File: config.mk
export PLATFORM = sky130hd
export DESIGN_NAME = shadow_tag_monitor
export DESIGN_NICKNAME = d
export VERILOG_FILES = /design/src/rtl/shc_pkg.sv /design/src/rtl/shc_way_store.sv /design/src/rtl/shc_set_lookup.sv /design/src/rtl/shc_age_update.sv /design/src/rtl/shadow_tag_monitor.sv
export SDC_FILE = /design/constraint.sdc
export NUM_CORES = 2
export LEC_CHECK = 0
export BUFFER_PORTS_ARGS = -buffer_cell sky130_fd_sc_hd__buf_2
export CORE_MARGIN = 2
export CORE_UTILIZATION = 48
export CTS_BUF_LIST = sky130_fd_sc_hd__clkbuf_8
export CTS_CLUSTER_SIZE = 10
export DETAILED_ROUTE_END_ITERATION = 10
export PLACE_DENSITY = 0.7
export RECOVER_POWER = 25
export SKIP_CTS_REPAIR_TIMING = 1
export SYNTH_ARGS = -nofsm -noshare
export SYNTH_HDL_FRONTEND = slang
export SYNTH_SLANG_ARGS = --single-unit
File: constraint.sdc
create_clock -name clk -period 5.65 [get_ports clk]
set_input_delay 0.565 -clock clk [delete_from_list [all_inputs] [get_ports clk]]
set_output_delay 0.565 -clock clk [all_outputs]
set_load 0.01 [all_outputs]
File: src/rtl/shc_pkg.sv
package shc_pkg;

    typedef enum logic [1:0] {
        OUT_IDLE = 2'd0,
        OUT_HIT  = 2'd1,
        OUT_MISS = 2'd2
    } outcome_e;

    function automatic int age_width(input int ways);
        return (ways > 1) ? $clog2(ways) : 1;
    endfunction

endpackage

File: src/rtl/shc_way_store.sv
module shc_way_store #(
    parameter int IDX_W = 5,
    parameter int TAG_W = 15,
    parameter int WAYS  = 3,
    parameter int AGE_W = 2
) (
    input  logic                             clk,
    input  logic                             rst,
    input  logic [IDX_W-1:0]                 set_idx,
    input  logic                             upd_en,
    input  logic [WAYS-1:0]                  fill_vec,
    input  logic [TAG_W-1:0]                 fill_tag,
    input  logic [WAYS-1:0][AGE_W-1:0]       new_age,
    output logic [WAYS-1:0]                  rd_valid,
    output logic [WAYS-1:0][TAG_W-1:0]       rd_tag,
    output logic [WAYS-1:0][AGE_W-1:0]       rd_age
);

    localparam int SETS = 1 << IDX_W;

    for (genvar w = 0; w < WAYS; w++) begin : g_way
        logic [SETS-1:0]  vld_q;
        logic [TAG_W-1:0] tag_mem [SETS];
        logic [AGE_W-1:0] age_mem [SETS];

        always_ff @(posedge clk) begin
            if (rst) begin
                vld_q <= '0;
                for (int s = 0; s < SETS; s++) begin
                    age_mem[s] <= AGE_W'(w);
                end
            end else if (upd_en) begin
                age_mem[set_idx] <= new_age[w];
                if (fill_vec[w]) begin
                    vld_q[set_idx] <= 1'b1;
                end
            end
        end

        always_ff @(posedge clk) begin
            if (upd_en && fill_vec[w] && !rst) begin
                tag_mem[set_idx] <= fill_tag;
            end
        end

        assign rd_valid[w] = vld_q[set_idx];
        assign rd_tag[w]   = tag_mem[set_idx];
        assign rd_age[w]   = age_mem[set_idx];
    end

endmodule

File: src/rtl/shc_set_lookup.sv
module shc_set_lookup #(
    parameter int TAG_W = 15,
    parameter int WAYS  = 3,
    parameter int AGE_W = 2
) (
    input  logic [WAYS-1:0]            rd_valid,
    input  logic [WAYS-1:0][TAG_W-1:0] rd_tag,
    input  logic [WAYS-1:0][AGE_W-1:0] rd_age,
    input  logic [TAG_W-1:0]           cmp_tag,
    output logic [WAYS-1:0]            hit_vec,
    output logic                       hit_any,
    output logic [WAYS-1:0]            victim_vec,
    output logic [WAYS-1:0]            sel_vec
);

    localparam logic [AGE_W-1:0] OLDEST = AGE_W'(WAYS - 1);

    for (genvar w = 0; w < WAYS; w++) begin : g_cmp
        assign hit_vec[w] = rd_valid[w] && (rd_tag[w] == cmp_tag);
    end

    assign hit_any = |hit_vec;

    always_comb begin
        logic found;
        victim_vec = '0;
        found      = 1'b0;
        for (int w = 0; w < WAYS; w++) begin
            if (!found && !rd_valid[w]) begin
                victim_vec[w] = 1'b1;
                found         = 1'b1;
            end
        end
        if (!found) begin
            for (int w = 0; w < WAYS; w++) begin
                if (rd_age[w] == OLDEST) begin
                    victim_vec[w] = 1'b1;
                end
            end
        end
    end

    assign sel_vec = hit_any ? hit_vec : victim_vec;

endmodule

File: src/rtl/shc_age_update.sv
module shc_age_update #(
    parameter int WAYS  = 3,
    parameter int AGE_W = 2
) (
    input  logic [WAYS-1:0][AGE_W-1:0] cur_age,
    input  logic [WAYS-1:0]            sel_vec,
    output logic [WAYS-1:0][AGE_W-1:0] new_age
);

    logic [AGE_W-1:0] sel_age;

    always_comb begin
        sel_age = '0;
        for (int w = 0; w < WAYS; w++) begin
            if (sel_vec[w]) begin
                sel_age = sel_age | cur_age[w];
            end
        end
    end

    for (genvar w = 0; w < WAYS; w++) begin : g_age
        always_comb begin
            if (sel_vec[w]) begin
                new_age[w] = '0;
            end else if (cur_age[w] < sel_age) begin
                new_age[w] = cur_age[w] + AGE_W'(1);
            end else begin
                new_age[w] = cur_age[w];
            end
        end
    end

endmodule

File: src/rtl/shadow_tag_monitor.sv
module shadow_tag_monitor
    import shc_pkg::*;
#(
    parameter int LADDR_W = 26,
    parameter int IDX_W   = 5,
    parameter int TAG_W   = 15,
    parameter int WAYS    = 3
) (
    input  logic               clk,
    input  logic               rst,
    input  logic               dmd_valid,
    input  logic [LADDR_W-1:0] dmd_line,
    output logic               pf_trig,
    output logic [LADDR_W-1:0] pf_line
);

    localparam int AGE_W = age_width(WAYS);

    logic [IDX_W-1:0]            set_idx;
    logic [TAG_W-1:0]            lk_tag;
    logic [WAYS-1:0]             rd_valid;
    logic [WAYS-1:0][TAG_W-1:0]  rd_tag;
    logic [WAYS-1:0][AGE_W-1:0]  rd_age;
    logic [WAYS-1:0][AGE_W-1:0]  new_age;
    logic [WAYS-1:0]             hit_vec;
    logic [WAYS-1:0]             victim_vec;
    logic [WAYS-1:0]             sel_vec;
    logic [WAYS-1:0]             fill_vec;
    logic                        hit_any;
    outcome_e                    state_q;
    outcome_e                    state_d;
    logic [LADDR_W-1:0]          line_q;

    assign set_idx  = dmd_line[IDX_W-1:0];
    assign lk_tag   = dmd_line[IDX_W+TAG_W-1:IDX_W];
    assign fill_vec = hit_any ? '0 : victim_vec;

    shc_way_store #(
        .IDX_W (IDX_W),
        .TAG_W (TAG_W),
        .WAYS  (WAYS),
        .AGE_W (AGE_W)
    ) u_store (
        .clk      (clk),
        .rst      (rst),
        .set_idx  (set_idx),
        .upd_en   (dmd_valid),
        .fill_vec (fill_vec),
        .fill_tag (lk_tag),
        .new_age  (new_age),
        .rd_valid (rd_valid),
        .rd_tag   (rd_tag),
        .rd_age   (rd_age)
    );

    shc_set_lookup #(
        .TAG_W (TAG_W),
        .WAYS  (WAYS),
        .AGE_W (AGE_W)
    ) u_lookup (
        .rd_valid   (rd_valid),
        .rd_tag     (rd_tag),
        .rd_age     (rd_age),
        .cmp_tag    (lk_tag),
        .hit_vec    (hit_vec),
        .hit_any    (hit_any),
        .victim_vec (victim_vec),
        .sel_vec    (sel_vec)
    );

    shc_age_update #(
        .WAYS  (WAYS),
        .AGE_W (AGE_W)
    ) u_age (
        .cur_age (rd_age),
        .sel_vec (sel_vec),
        .new_age (new_age)
    );

    // Next outcome: the transition depends only on this cycle's access.
    always_comb begin
        unique case ({dmd_valid, hit_any})
            2'b11:   state_d = OUT_HIT;
            2'b10:   state_d = OUT_MISS;
            default: state_d = OUT_IDLE;
        endcase
    end

    // State register together with the captured line address.
    always_ff @(posedge clk) begin
        if (rst) begin
            state_q <= OUT_IDLE;
            line_q  <= '0;
        end else begin
            state_q <= state_d;
            if (dmd_valid) begin
                line_q <= dmd_line;
            end
        end
    end

    // Outputs decoded from the registered outcome.
    always_comb begin
        unique case (state_q)
            OUT_MISS: pf_trig = 1'b1;
            OUT_HIT:  pf_trig = 1'b0;
            default:  pf_trig = 1'b0;
        endcase
        pf_line = line_q;
    end

endmodule

==> impl_results.md <==
- Vias in the first global route: 41200
- P_leak: 28.2 nW
- Min Hold Slack: 0.111 ns
- MaxCap Viol Count: 20
- Area taken by multi-input logic gates: 0.0166 mm²
- Core footprint: 0.144 mm²
- Yosys warns: 0
- Post-layout net count: 4703
- Outcome: finished with violations
- ANT nets after route: 0
- Share of post-route cells with drive strength above 1: 0.193
- Clk sink count: 1756
- Post-Syn Area: 0.0698 mm²
- Vias per inst: 6.20
- DR pass1 iterations: 6
- Pins Over Slew Limit: 688
- DR vias: 42000
- Register area: 0.0515 mm²
- Final worst setup slack: 0.360 ns
- Post-synthesis async set-or-reset flop share: 0
- Most frequent cells in the layout: edfxtp_1, mux2i_1, o22ai_1, clkbuf_8, buf_4
- Commonest non-fill, non-tap cell in the layout: edfxtp_1
- Total power: 0.0260 W
- Final Cell Area: 0.0805 mm²
- Worst stage delay on the critical path: 0.63 ns
- Setup CP Type: input pin to flip-flop
- Die Area: 0.149 mm²
- Initial antenna violation count: 10
- Global route overflow: 0
- Highest Clock Rate: 189 MHz
- Filler Cells Inserted: 11000
- Rows: 139
- Total wire length: 204000 µm
- Syn_nets: 4238
- RSZ-0062 raised after global routing: false
- Syn-to-layout area delta: 15.2%
- Cell family with most CP delay: simple AND/OR/NAND/NOR gates
- Synth cell types: 64
- Worst skew pair latency: 1.00 ns
- CTS tree: built
- Worst vdd ir: 0.000260 V
- Initial Util: 0.485
- CP Max Fanout: 32
- Clock Path Buffers: 4
- Seq/Total Area, Yosys: 0.737
- Number of synthesized flops with an enable pin: 1632
- Failing checks: capacitance limit, slew limit
- Mapped Cells: 4203
- Worst path most repeated cell: buf_4
- Reg clk slew, reported paths: 0.06 ns
- Pin count of the biggest net entering global routing: 85
- Register bit total from synthesis: 1756
- Tightest Pin Transition: 2.94 ns
- Post-detail-place hpwl: 124000 µm
- CTS Buf Count: 293
- Synth Area per Inst: 16.6 µm²
- Total GRT Usage: 0.272
- Final Setup Violations: 0
- PwrDens: 323 mW/mm²
- Worst Path Buf+Inv: 8
- CP required: 6.33 ns
- Post-Place Setup Slack: -0.309 ns
- Min Tclk post-route: 5.29 ns
- Number of remaining DRC errors: 0
- Worst clock skew: 0.0640 ns
- Root buffer cell: clkbuf_8
- Worst-path cell chain: buf_2 > buf_4 > nand4bb_4 > buf_4 > buf_4 > o22ai_1 > nor4_1 > and3b_1 > o22ai_1 > nor4_1 > nand4_1 > buf_4 > a31o_1 > a222oi_1 > buf_4 > ha_1 > inv_1 > a41oi_1 > o31ai_1 > o221ai_1 > mux2_2 > buf_12 > nand3_1
- Placed cell areas: 0.0755 mm²
- Crit path capture type: flip-flop
- Startpoint Class: input pin
- Die X: 385 µm
- CP max stage cell: nor4_1
- Gpl congestion: 0.910
- WL per Instance: 30.1 µm
- Period Utilization, post-route: 0.936
- Worst R2R Setup Slack: 0.47 ns
- First-pass GRT wire length: 289000 µm
- Die Y: 385 µm
- Final Hold Viols: 0
- Port bufs: 55
- Top-Level Pins: 56
- HP Class: input pin to flip-flop
- Main synth FF type: edfxtp_1
- Initial DRC count: 5697
- Worst EP arrival: 5.97 ns
- Max transition margin: -0.960
- H-tree levels: 5
==> area by class of cell <==
class                      count  area share
multi-input combinational   2040       0.206
inverter                     105     0.00490
clock inverter               188      0.0104
clock buffer                 306      0.0523
timing repair buffer         472      0.0564
sequential                  1756       0.640
antenna                        4    0.000124
tap                         1903      0.0296
==> where the power goes <==
part	switching (W)	internal, W
Clock	0.00488	0.00511
Sequential	0.0000198	0.0143
Combinational	0.00109	0.000588
==> stage by stage <==
stage / util / std cells / setup TNS [ns]
2_1_floorplan: - / 4203 / 0
3_3_place_gp: 0.524 / 6268 / -37.65
3_5_place_dp: 0.524 / 6268 / -31.97
4_1_cts: 0.559 / 6762 / 0
5_1_grt: 0.559 / 6772 / 0
6_report: 0.559 / 6774 / 0
==> sequential cells by signal (all words and copies together) (netlist names) <==
register and flops:
pf_line 26, u_store.g_way.tag_mem 1440, u_store.g_way.vld_q 96, state_q 2, u_store.g_way.age_mem 192
==> layer usage <==
metal,track usage,share of wire,vias to the layer above
met3,0.0613,0.11,503
li1,-,-,17600
met2,0.429,0.47,2649
met5,0,0,-
met1,0.369,0.39,21300
met4,0.107,0.039,0
==> worst paths after layout <==
check,from,endpoint,cells past startpoint
worst max register to register,u_store.g_way[2].tag_mem[6][13]$_DFFE_PP_,u_store.g_way[2].age_mem[27][1]$_SDFFCE_PN1P_,19
worst max-delay path,dmd_line[3],u_store.g_way[2].age_mem[27][1]$_SDFFCE_PN1P_,23
worst min register to register,u_store.g_way[2].vld_q[8]$_SDFFE_PP0P_,u_store.g_way[2].vld_q[8]$_SDFFE_PP0P_,2
worst min-delay path,rst,pf_line[25]$_SDFFE_PP0P_,2
==> cell usage after synthesis (all sizes together) (6+ instances only) <==
cell type  count  area share
buf          185       0.017
a21oi         70      0.0066
xor2          13      0.0016
inv          105      0.0056
nand3         61      0.0044
a21boi        10      0.0011
nand2         93      0.0050
a21o          13      0.0014
dfxtp        124       0.036
nand4b         8      0.0014
nand4         19      0.0019
nor4          98      0.0092
and2           7     0.00063
o21ai          6     0.00043
nor2         205       0.011
mux2i        745        0.11
nand4bb        6     0.00097
mux4          72       0.023
ha             6      0.0011
xnor2         11      0.0014
clkbuf       117      0.0063
a22oi         34      0.0037
nand2b        40      0.0036
o22ai        459       0.041
edfxtp      1632        0.70
and3b          9      0.0011
==> cells by family after synthesis <==
logic type | share of synthesized area
compound gates | 0.0570
xor+xnor | 0.00301
fa+ha+maj | 0.00107
buf+inv | 0.0288
flops | 0.737
mux | 0.130
simple gates | 0.0426
(Power assumes the default switching activity.)
